**config.mk**
```make
export PLATFORM = sky130hd
export DESIGN_NAME = nco_load_sync
export DESIGN_NICKNAME = d
export VERILOG_FILES = /design/src/rtl/nco_pkg.sv /design/src/rtl/nco_clk_div.sv /design/src/rtl/nco_load_fsm.sv /design/src/rtl/nco_phase_acc.sv /design/src/rtl/nco_load_sync.sv
export SDC_FILE = /design/constraint.sdc
export NUM_CORES = 1
export LEC_CHECK = 0
export ABC_AREA = 1
export BUFFER_PORTS_ARGS = -buffer_cell sky130_fd_sc_hd__buf_2
export CAP_MARGIN = 20
export CORE_MARGIN = 4
export CORE_UTILIZATION = 50
export DETAILED_ROUTE_END_ITERATION = 8
export PLACE_DENSITY = 0.78
export SETUP_SLACK_MARGIN = 0.2
export SLEW_MARGIN = 10
export SYNTH_ARGS = -nofsm -noshare
export SYNTH_HDL_FRONTEND = slang
export SYNTH_SLANG_ARGS = --single-unit
```
**constraint.sdc**
```tcl
create_clock -name clk -period 8.6 [get_ports clk]
set_clock_uncertainty 0.1 [all_clocks]
set_input_delay 0.43 -clock clk [delete_from_list [all_inputs] [get_ports clk]]
set_output_delay 0.43 -clock clk [all_outputs]
set_load 0.01 [all_outputs]
```
**src/rtl/nco_pkg.sv**
```systemverilog
package nco_pkg;
    typedef enum logic {
        LD_IDLE     = 1'b0,
        LD_WAIT_LOW = 1'b1
    } ld_state_t;

    localparam int CH_FREQ  = 0;
    localparam int CH_PHASE = 1;
    localparam int N_CH     = 2;
endpackage

```
**src/rtl/nco_clk_div.sv**
```systemverilog
module nco_clk_div #(
    parameter int REF_LO_LOG2 = 3,
    parameter int REF_HI_LOG2 = 4
) (
    input  logic clk,
    input  logic rst,
    input  logic ref_sel,
    output logic load_clk,
    output logic ref_clk
);
    localparam int CW = REF_HI_LOG2;

    logic [CW-1:0] cnt_q;

    always_ff @(posedge clk) begin
        if (rst) cnt_q <= '0;
        else     cnt_q <= cnt_q + 1'b1;
    end

    assign load_clk = cnt_q[0];
    assign ref_clk  = ref_sel ? cnt_q[REF_HI_LOG2-1] : cnt_q[REF_LO_LOG2-1];
endmodule

```
**src/rtl/nco_load_fsm.sv**
```systemverilog
module nco_load_fsm
    import nco_pkg::*;
(
    input  logic clk,
    input  logic rst,
    input  logic load_clk,
    input  logic strobe_n,
    output logic commit
);
    ld_state_t st_q, st_nx;
    logic      strobe_q;
    logic      fall;

    assign fall = strobe_q & ~strobe_n;

    always_ff @(posedge clk) begin
        if (rst) begin
            st_q     <= LD_IDLE;
            strobe_q <= 1'b0;
        end else begin
            st_q     <= st_nx;
            strobe_q <= strobe_n;
        end
    end

    always_comb begin
        st_nx = st_q;
        unique case (st_q)
            LD_IDLE:     if (fall && load_clk) st_nx = LD_WAIT_LOW;
            LD_WAIT_LOW: st_nx = LD_IDLE;
            default:     st_nx = LD_IDLE;
        endcase
    end

    always_comb begin
        commit = 1'b0;
        unique case (st_q)
            LD_IDLE:     commit = fall && !load_clk;
            LD_WAIT_LOW: commit = 1'b1;
            default:     commit = 1'b0;
        endcase
    end
endmodule

```
**src/rtl/nco_phase_acc.sv**
```systemverilog
module nco_phase_acc #(
    parameter int ACC_W = 32,
    parameter int OUT_W = 12
) (
    input  logic             clk,
    input  logic             rst,
    input  logic [ACC_W-1:0] dphase,
    input  logic [ACC_W-1:0] poffs,
    output logic [OUT_W-1:0] phase
);
    localparam int SHIFT = ACC_W - OUT_W;

    logic [ACC_W-1:0] acc_q;
    logic [ACC_W-1:0] sum;

    always_ff @(posedge clk) begin
        if (rst) acc_q <= '0;
        else     acc_q <= acc_q + dphase;
    end

    assign sum   = acc_q + poffs;
    assign phase = OUT_W'(sum >> SHIFT);
endmodule

```
**src/rtl/nco_load_sync.sv**
```systemverilog
module nco_load_sync
    import nco_pkg::*;
#(
    parameter int ACC_W       = 32,
    parameter int OUT_W       = 12,
    parameter int REF_LO_LOG2 = 3,
    parameter int REF_HI_LOG2 = 4
) (
    input  logic             clk,
    input  logic             rst,
    input  logic             ref_sel,
    input  logic             host_we,
    input  logic             host_sel,
    input  logic [ACC_W-1:0] host_data,
    input  logic             freq_ld_n,
    input  logic             phase_ld_n,
    output logic             ref_clk_o,
    output logic             load_clk_o,
    output logic [ACC_W-1:0] dphase_o,
    output logic [ACC_W-1:0] poffs_o,
    output logic [OUT_W-1:0] phase_o
);
    logic             load_clk;
    logic [N_CH-1:0]  strobe_n;
    logic [N_CH-1:0]  commit;
    logic [ACC_W-1:0] stage_q [N_CH];
    logic [ACC_W-1:0] live_q  [N_CH];

    assign strobe_n[CH_FREQ]  = freq_ld_n;
    assign strobe_n[CH_PHASE] = phase_ld_n;

    nco_clk_div #(
        .REF_LO_LOG2(REF_LO_LOG2),
        .REF_HI_LOG2(REF_HI_LOG2)
    ) u_div (
        .clk      (clk),
        .rst      (rst),
        .ref_sel  (ref_sel),
        .load_clk (load_clk),
        .ref_clk  (ref_clk_o)
    );

    for (genvar g = 0; g < N_CH; g++) begin : g_ch
        nco_load_fsm u_fsm (
            .clk      (clk),
            .rst      (rst),
            .load_clk (load_clk),
            .strobe_n (strobe_n[g]),
            .commit   (commit[g])
        );

        always_ff @(posedge clk) begin
            if (rst) begin
                stage_q[g] <= '0;
                live_q[g]  <= '0;
            end else begin
                if (host_we && (host_sel == 1'(g))) stage_q[g] <= host_data;
                if (commit[g])                      live_q[g]  <= stage_q[g];
            end
        end
    end

    assign load_clk_o = load_clk;
    assign dphase_o   = live_q[CH_FREQ];
    assign poffs_o    = live_q[CH_PHASE];

    nco_phase_acc #(
        .ACC_W(ACC_W),
        .OUT_W(OUT_W)
    ) u_acc (
        .clk    (clk),
        .rst    (rst),
        .dphase (live_q[CH_FREQ]),
        .poffs  (live_q[CH_PHASE]),
        .phase  (phase_o)
    );
endmodule

```
==> flow_metrics.env, run 1 <==
export IMPL_synth_distinct_cells=33
export IMPL_synth_cells=1340
export IMPL_io_pins=117
export IMPL_core_um2=19700
export IMPL_p_clk_frac=0.315
export IMPL_yosysWarnings=0
export IMPL_postCtsHoldBufs=0
export IMPL_synthTopCellsByArea="edfxtp_1 (38%), nand2_1 (13%), inv_1 (9.8%)"
export IMPL_cts_buffers=17
export IMPL_crit_chain="ha_1 > nand2_1 > nor2_1 > nand2_1 > nor4_1 > nand2_1 > nand2_1 > nand2_1 > nand2_1 > buf_2"
export IMPL_worstMarginPinSlew_ns=0.900
export IMPL_regArea_um2=4640
export IMPL_cts_resized=0
export IMPL_cp_max_fo=5
export IMPL_dp_slack_ns=6.03
export IMPL_end_kind="output port"
export IMPL_seq_area_frac_synth=0.458
export IMPL_finalSetupTns_ns=0
export IMPL_die_area_um2=22600
export IMPL_cts_sinks=168
export IMPL_layout_nets=1568
export IMPL_die_height_um=150
export IMPL_vias_per_cell=4.95
export IMPL_timing_final_crit_share=0.348
export IMPL_hpwl_mm=21.5
export IMPL_clkLatencyLatePin_ns=0.43
export IMPL_hold_depth=3
export IMPL_worstSetupPathType="register to output port"
export IMPL_grt_pass1_wl_mm=42.6
export IMPL_period_needed_ns=2.99
export IMPL_avgSynthCellArea_um2=7.56
export IMPL_drc=0
export IMPL_multiInputGateArea_um2=4400
export IMPL_crit_path_top_delay_cell="edfxtp_1"
export IMPL_synth_most_common_cell="nand2_1"
export IMPL_async_flop_share=0
export IMPL_rsz0062_at_grt="false"
export IMPL_p_seq_frac=0.434
export IMPL_drive_gt1_frac=0.140
export IMPL_r2r_cells=9
export IMPL_cts_path_max_buffers=2
export IMPL_finalHoldViolations=0
export IMPL_outcome="finished clean"
export IMPL_intPower_uw=1550
export IMPL_path_common_cell="nand2_1"
export IMPL_fmax_mhz=334
export IMPL_ys_ff_latch=168
export IMPL_maxSlewViolCount=0
export IMPL_yosysTopAreaCellShare=0.379
export IMPL_setup_violations=0
export IMPL_hold_class="input port to register"
export IMPL_fin_area_um2=11600
export IMPL_slew_headroom=0.400
export IMPL_ir_drop_mv=0.135
export IMPL_static_leakage_power_uw=0.00607
export IMPL_grt_use_total=0.244
export IMPL_antenna_left=0
export IMPL_drv_cap=0
export IMPL_die_x_um=150
export IMPL_switchingPower_uw=767
export IMPL_htree_levels=4
export IMPL_grt_max_degree=35
export IMPL_cellPowerDensity_nw_per_um2=200
export IMPL_grt_pass1_vias=8431
export IMPL_detailroute_via_count=8631
export IMPL_wl_per_cell_um=15.4
export IMPL_cts_root_buf="clkbuf_16"
export IMPL_rows=51
export IMPL_initialDrtViolationCount=520
export IMPL_numPortBuffers=116
export IMPL_area_growth_pct=14.5
export IMPL_antenna_found_initial=0
export IMPL_worst_slack_ns=5.61
export IMPL_routed_wl_mm=26.8
export IMPL_gp_congestion=0.935
export IMPL_synth_edf_count=128
export IMPL_synthesis_area_um2=10100
export IMPL_cts_setup_buffers=0
export IMPL_required_ns=8.07
export IMPL_overflow=0
export IMPL_pwr_share_comb=0.252
export IMPL_initial_core_util=0.514
export IMPL_clk_pin_slew_worst_paths_ns=0.07
export IMPL_synthFlopType="edfxtp_1"
export IMPL_fillers=1769
export IMPL_start_kind="register"
export IMPL_cp_data_arrival_time_ns=2.46
export IMPL_yosysTopAreaCell="edfxtp_1"
export IMPL_whs_ns=0.119
export IMPL_diodes=0
export IMPL_synth_net_count=1442
export IMPL_synthTopCellsByCount="nand2_1 (344), inv_1 (264), nor2_1 (230), edfxtp_1 (128), a21oi_1 (77)"
export IMPL_place_area_um2=11000
export IMPL_drtPass1Iterations=7
export IMPL_switching_share=0.330
export IMPL_critPathMaxStageDelay_ns=0.43
export IMPL_cts_tree="yes"
## cells in the final DEF, fill, tap and decap left out, types with 11 or more instances in the layout
| master | instances |
|---|---|
| nand2_1 | 344 |
| inv_1 | 264 |
| nor2_1 | 230 |
| edfxtp_1 | 128 |
| buf_2 | 116 |
| a21oi_1 | 77 |
| ha_1 | 62 |
| nand3_1 | 40 |
| dfxtp_1 | 40 |
| o21ai_0 | 37 |
| nand2_2 | 18 |
| clkbuf_16 | 18 |
| o21bai_1 | 11 |
## power by group through the flow
stage          Clock, µW  Sequential (µW)  Combinational (µW)
6_report             730             1010                 584
5_1_grt              773             1010                 665
4_1_cts              735             1000                 582
3_5_place_dp           0             1020                 578
3_3_place_gp           0             1020                 571
2_1_floorplan          0             1000                 406
## cell families (layout without fill, tap and decap cells)
kind of cell / after synthesis / in the layout / share of synthesized area
buffers and inverters: 288 / 427 / 0.108
AND/OR/NAND/NOR: 685 / 685 / 0.282
flip-flops: 168 / 168 / 0.458
XOR/XNOR: 4 / 4 / 0.00346
adder cells (fa/ha/maj): 63 / 63 / 0.0786
AO/OA/AOI/OAI: 132 / 132 / 0.0694
## stage by stage
step | utilization | instances | power, µW
2_1_floorplan | - | 1340 | 1410
3_3_place_gp | 0.559 | 1712 | 1590
3_5_place_dp | 0.559 | 1712 | 1600
4_1_cts | 0.588 | 1744 | 2320
5_1_grt | 0.588 | 1744 | 2450
6_report | 0.588 | 1744 | 2320
## worst max-delay path, delay by kind of cell (launching register included)
family | cells | cell delay (ns)
and+or+nand+nor | 8 | 1.05
DFF | 1 | 0.43
buffers and inverters | 1 | 0.14
adders and majority gates | 1 | 0.41
## cell type report
class | count | area share
Clock buffer | 21 | 0.0415
Tap cell | 265 | 0.0286
Timing Repair Buffer | 123 | 0.0546
Multi-Input combinational cell | 884 | 0.379
Clock inverter | 11 | 0.00745
Sequential cell | 168 | 0.401
Inverter | 272 | 0.0881
## registers in the layout, indices dropped and copies added, names as in the netlist
name,cells
g_ch.u_fsm.strobe_q,2
stage_q,64
g_ch.u_fsm.st_q,2
u_acc.acc_q,32
live_q,64
u_div.cnt_q,4
## per-layer routing
metal / GRT usage / share of wire
met1: 0.337 / 0.45
met2: 0.393 / 0.45
met3: 0.0515 / 0.084
met4: 0.0622 / 0.012
met5: 0 / 0
## worst paths after layout
| path | slack [ns] | endpoint | from |
|---|---|---|---|
| worst min register to register | 0.31 | g_ch[0].u_fsm.st_q | g_ch[0].u_fsm.st_q |
| worst min-delay path | 0.12 | g_ch[1].u_fsm.strobe_q | phase_ld_n |
| worst max register to register | 6.16 | u_acc.acc_q[16] | live_q[0][0] |
| worst max-delay path | 5.61 | phase_o[10] | live_q[1][22] |
No activity file was read; power rests on OpenSTA's default activity.
==> run 2: changes to the inputs <==
--- a/config.mk
+++ b/config.mk
@@ -11,7 +11,7 @@
 export CORE_MARGIN = 4
 export CORE_UTILIZATION = 50
 export DETAILED_ROUTE_END_ITERATION = 8
-export PLACE_DENSITY = 0.78
+export PLACE_DENSITY = 0.81
 export SETUP_SLACK_MARGIN = 0.2
 export SLEW_MARGIN = 10
 export SYNTH_ARGS = -nofsm -noshare
==> constraint.sdc (replaced) <==
create_clock -name clk -period 2.6 [get_ports clk]
set_clock_uncertainty 0.1 [all_clocks]
set_input_delay 0.13 -clock clk [delete_from_list [all_inputs] [get_ports clk]]
set_output_delay 0.13 -clock clk [all_outputs]
set_load 0.01 [all_outputs]
==> run 2 against run 1 <==
Compared with the run above:
- clock-buffer cell count down 3
- sequential power rose to 3.3 times the previous value
- hold slack better by 0.048 ns
- largest power group unchanged
- highest routed layer unchanged
==> flow_metrics.env, run 2 (same netlist as run 1, synthesis figures left out) <==
export IMPL_drc=0
export IMPL_ir_drop_mv=0.434
export IMPL_fmax_mhz=400
export IMPL_gp_congestion=1.02
export IMPL_cts_root_buf="clkbuf_16"
export IMPL_power_uw=8390
export IMPL_start_kind="register"
export IMPL_wl_met3_mm=2.76
export IMPL_cts_sinks=168
export IMPL_htree_levels=4
export IMPL_initialDrtViolationCount=676
export IMPL_outcome="finished clean"
export IMPL_hpwl_mm=22.8
export IMPL_initial_core_util=0.514
export IMPL_die_area_um2=22600
export IMPL_finalHoldViolations=0
export IMPL_crit_path_start="live_q[1][9]"
export IMPL_fin_area_um2=12900
export IMPL_end_kind="output port"
export IMPL_cts_tree="yes"
export IMPL_setup_violations=0
export IMPL_finalSetupTns_ns=0
export IMPL_clk_pin_slew_worst_paths_ns=0.07
export IMPL_path_common_cell="nand2_1"
export IMPL_area_growth_pct=27.3
export IMPL_dr_max_layer_used="met4"
export IMPL_cp_data_arrival_time_ns=2.27
export IMPL_drv_cap=0
export IMPL_stdcell_count=1806
export IMPL_numPortBuffers=116
export IMPL_grt_use_total=0.269
export IMPL_wl_per_cell_um=17.0
export IMPL_cts_buffers=17
export IMPL_crit_chain="ha_4 > a21oi_2 > o21ai_0 > a21oi_1 > nand2_2 > nand2_2 > nand2_1 > nand2_1 > nand2_1 > buf_2"
export IMPL_place_area_um2=11100
export IMPL_place_inst=1717
export IMPL_static_leakage_power_uw=0.00643
export IMPL_hold_class="input port to register"
export IMPL_slew_headroom=0.455
export IMPL_cellPowerDensity_nw_per_um2=650
export IMPL_top_regs="live_q (64), stage_q (64), u_acc.acc_q (32)"
export IMPL_grt_max_degree=33
export IMPL_wl_met2_mm=14.3
export IMPL_io_pins=117
export IMPL_overflow=0
export IMPL_rsz0062_at_grt="true"
export IMPL_routed_wl_mm=30.6
export IMPL_cp_max_fo=3
export IMPL_final_common_cell="nand2_1"
export IMPL_required_ns=2.37
export IMPL_grt_pass1_wl_mm=46.2
export IMPL_mostFrequentLayoutCells="nand2_1 (313), inv_1 (259), nor2_1 (214)"
export IMPL_worstSetupPathType="register to output port"
export IMPL_rrSetupSlack_ns=0.32
export IMPL_period_needed_ns=2.50
export IMPL_cts_path_max_buffers=2
export IMPL_critPathCapture="phase_o[8]"
export IMPL_timing_final_crit_share=0.962
export IMPL_crit_reg2reg_capture="u_acc.acc_q[20]"
export IMPL_vias_per_cell=5.08
export IMPL_r2r_cells=11
export IMPL_core_um2=19700
export IMPL_drtPass1Iterations=5
export IMPL_regToRegStartpoint="live_q[0][0]"
export IMPL_crit_path_top_delay_cell="edfxtp_1"
export IMPL_antenna_left=0
export IMPL_worstMarginPinSlew_ns=0.818
export IMPL_die_x_um=150
export IMPL_antenna_found_initial=0
export IMPL_detailroute_via_count=9171
export IMPL_wl_met1_mm=13.1
export IMPL_rows=51
export IMPL_die_height_um=150
export IMPL_maxSlewViolCount=0
export IMPL_clkLatencyLatePin_ns=0.43
export IMPL_critPathMaxStageDelay_ns=0.52
export IMPL_drive_gt1_frac=0.224
export IMPL_grt_pass1_vias=8818
export IMPL_layout_nets=1630
export IMPL_diodes=0
[run 2: cell types whose count changed in the layout (fill, tap and decap cells not counted), sizes merged]
cell | before | now
inv | 275 | 278
buf | 123 | 148
clkbuf | 21 | 18
bufinv | 0 | 2
clkinv | 7 | 5
dlygate4sd3 | 0 | 37
[run 2: layout make-up]
cell class | count | area [µm²]
well taps | 265 | 332
clock inverters | 14 | 161
clock buffers | 18 | 429
flip-flops and latches | 168 | 4650
fillers | 1625 | 6820
inverters | 272 | 1020
repair buffers | 185 | 1230
multi-input cells | 884 | 5080
[run 2: timing repair]
item	4_1_cts	5_1_grt
endpoints found under the hold margin	73	0
pin swaps	29	32
gates resized for setup	82	63
endpoints found under the setup margin	12	15
hold buffers	37	0
setup buffers	12	8
[run 2: per-stage QoR]
step | utilization | setup WS [ns] | hold slack [ns]
2_1_floorplan | - | 0.442 | 0.155
3_3_place_gp | 0.563 | 0.110 | 0.244
3_5_place_dp | 0.563 | 0.292 | 0.250
4_1_cts | 0.636 | 0.164 | 0.162
5_1_grt | 0.654 | 0.00270 | 0.199
6_report | 0.654 | 0.0982 | 0.166
[run 2: how the worst min path moves through the flow]
stage                             endpoint  cells past startpoint  startpoint
finish                       stage_q[0][8]                      2    host_sel
global route                 stage_q[0][8]                      2    host_sel
CTS                          stage_q[0][3]                      2    host_sel
detailed placement  g_ch[0].u_fsm.strobe_q                      3   freq_ld_n
global placement    g_ch[1].u_fsm.strobe_q                      3  phase_ld_n
floorplan           g_ch[0].u_fsm.strobe_q                      2   freq_ld_n
[run 2: power breakdown]
| part | internal, µW | switching [µW] |
|---|---|---|
| combinational | 919 | 1500 |
| clock | 1450 | 1140 |
| sequential | 3140 | 240 |
| total | 5500 | 2880 |
[run 2: routing by layer]
layer | track usage | up-vias
met2 | 0.435 | 309
met5 | 0 | -
met1 | 0.357 | 4252
met4 | 0.0627 | 0
li1 | - | 4567
met3 | 0.0798 | 43
[run 2: worst max-delay path: cells and delay by family (launching register included)]
family                   cells  cell delay [ns]
AO/OA/AOI/OAI                3             0.43
adder cells (fa/ha/maj)      1             0.39
buffers and inverters        1             0.13
flip-flops                   1             0.52
AND/OR/NAND/NOR              5             0.36
==> run 3: changes to the inputs <==
--- a/config.mk
+++ b/config.mk
@@ -8,10 +8,10 @@
 export ABC_AREA = 1
 export BUFFER_PORTS_ARGS = -buffer_cell sky130_fd_sc_hd__buf_2
 export CAP_MARGIN = 20
-export CORE_MARGIN = 4
 export CORE_UTILIZATION = 50
 export DETAILED_ROUTE_END_ITERATION = 8
 export PLACE_DENSITY = 0.81
+export REMOVE_ABC_BUFFERS = 1
 export SETUP_SLACK_MARGIN = 0.2
 export SLEW_MARGIN = 10
 export SYNTH_ARGS = -nofsm -noshare
==> run 3 against run 2 <==
Compared with the run above:
- sequential share of layout area decreased by 0.28 points
- sequential power about the same
- via count grew 5.0%
- hold slack worse by 0.030 ns
- cell area rose by 0.75%
- fmax fell by 3.5%
- worst setup slack worse by 0.091 ns
- global-route usage grew 1.7 points
- die area is 7.8% lower
==> flow_metrics.env, run 3 (same netlist as run 1, synthesis figures left out) <==
export IMPL_outcome="finished clean"
export IMPL_rsz0062_at_grt="true"
export IMPL_cts_buffers=17
export IMPL_cts_path_max_buffers=2
export IMPL_period_needed_ns=2.59
export IMPL_overflow=0
export IMPL_start_kind="register"
export IMPL_core_um2=19700
export IMPL_drive_gt1_frac=0.228
export IMPL_stdcell_count=1813
export IMPL_worstMarginPinSlew_ns=0.640
export IMPL_crit_chain="ha_4 > nand2_1 > nor2_1 > nor2_1 > nand2_1 > nand2_1 > nand2_2 > nand2_2 > nand2_1 > nand2_1 > nand2_1 > buf_2"
export IMPL_fillers=1560
export IMPL_numPortBuffers=116
export IMPL_finalHoldViolations=0
export IMPL_drtPass1Iterations=5
export IMPL_diodes=0
export IMPL_die_x_um=144
export IMPL_maxSlewViolCount=0
export IMPL_cp_data_arrival_time_ns=2.36
export IMPL_grt_max_degree=33
export IMPL_slew_headroom=0.573
export IMPL_place_inst=1714
export IMPL_cts_root_buf="clkbuf_16"
export IMPL_die_height_um=144
export IMPL_io_pins=117
export IMPL_timing_final_crit_share=0.997
export IMPL_grt_pass1_vias=8849
export IMPL_multiInputGateArea_um2=5130
export IMPL_grt_pass1_wl_mm=44.7
export IMPL_antenna_left=0
export IMPL_routed_wl_mm=30.3
export IMPL_clk_pin_slew_worst_paths_ns=0.07
export IMPL_drc=0
export IMPL_cp_max_fo=3
export IMPL_htree_levels=4
export IMPL_required_ns=2.37
export IMPL_cellPowerDensity_nw_per_um2=649
export IMPL_mostFrequentLayoutCells="nand2_1 (310), inv_1 (259), nor2_1 (212)"
export IMPL_vias_per_cell=5.31
export IMPL_area_growth_pct=28.3
export IMPL_die_area_um2=20800
export IMPL_ir_drop_mv=0.488
export IMPL_end_kind="output port"
export IMPL_hpwl_mm=20.8
export IMPL_static_leakage_power_uw=0.00649
export IMPL_drv_cap=0
export IMPL_cts_sinks=168
export IMPL_cts_tree="yes"
export IMPL_fmax_mhz=386
export IMPL_setup_violations=0
export IMPL_antenna_found_initial=0
export IMPL_final_common_cell="nand2_1"
export IMPL_initial_core_util=0.515
export IMPL_finalSetupTns_ns=0
export IMPL_regArea_um2=4640
export IMPL_detailroute_via_count=9634
export IMPL_worstSetupPathType="register to output port"
export IMPL_critPathMaxStageDelay_ns=0.48
export IMPL_clkLatencyLatePin_ns=0.44
export IMPL_rows=51
export IMPL_top_regs="live_q (64), stage_q (64), u_acc.acc_q (32)"
export IMPL_path_common_cell="nand2_1"
export IMPL_gp_congestion=0.980
export IMPL_hold_class="input port to register"
export IMPL_initialDrtViolationCount=871
export IMPL_crit_path_top_delay_cell="edfxtp_1"
export IMPL_layout_nets=1637
export IMPL_grt_use_total=0.286
export IMPL_wl_per_cell_um=16.7
==> run 3: layout make-up <==
cell class,instances,area share
clock buffer,21,0.0339
clock inverter,11,0.0117
sequential,168,0.357
tap,265,0.0255
timing repair buffer,192,0.0979
inverter,272,0.0786
multi-input combinational,884,0.395
==> run 3: critical path: cells and delay by family, from the launching register on <==
kind	cells	cell delay, ns
buf+inv	1	0.13
flops	1	0.48
simple gates	10	0.99
fa+ha+maj	1	0.33
==> run 3: final timing paths <==
path | slack, ns | start | depth (start not counted) | end
max | 0.007 | live_q[1][6] | 12 | phase_o[11]
min | 0.14 | host_sel | 2 | stage_q[0][6]
max reg2reg | 0.34 | live_q[0][0] | 9 | u_acc.acc_q[16]
min reg2reg | 0.32 | g_ch[1].u_fsm.st_q | 1 | g_ch[1].u_fsm.st_q
==> run 3: through the flow <==
stage / setup WS, ns / hold slack, ns / power [µW] / instance area [µm²] / util
2_1_floorplan: -0.422 / 0.0967 / 4660 / 10100 / -
6_report: 0.00738 / 0.137 / 8440 / 13000 / 0.661
5_1_grt: -0.0791 / 0.141 / 8790 / 13000 / 0.661
3_5_place_dp: 0.211 / 0.256 / 5280 / 11100 / 0.562
3_3_place_gp: 0.241 / 0.251 / 5220 / 11100 / 0.562
4_1_cts: 0.180 / 0.128 / 8170 / 12700 / 0.646
==> run 3: where the power goes <==
group | leakage [µW] | switching [µW] | internal [µW]
logic | 0.00456 | 1530 | 951
clock network | 0.000277 | 1070 | 1510
registers | 0.00165 | 240 | 3140
total | 0.00649 | 2830 | 5610
==> run 3: what timing repair did <==
item / in CTS / in global routing
buffers inserted: 25 / 5
endpoints found under the hold margin: 74 / 0
endpoints found under the setup margin: 12 / 12
cloned: 0 / 0
pin swaps: 39 / 32
gates resized for setup: 99 / 62
hold buffers: 37 / 0
==> run 3: layer usage <==
| metal | GRT usage | routed length [µm] | vias to the layer above |
|---|---|---|---|
| met1 | 0.372 | 12500 | 4511 |
| met4 | 0.116 | 983 | 0 |
| li1 | - | - | 4586 |
| met2 | 0.468 | 14300 | 451 |
| met3 | 0.0553 | 2450 | 86 |
| met5 | 0 | 0 | - |
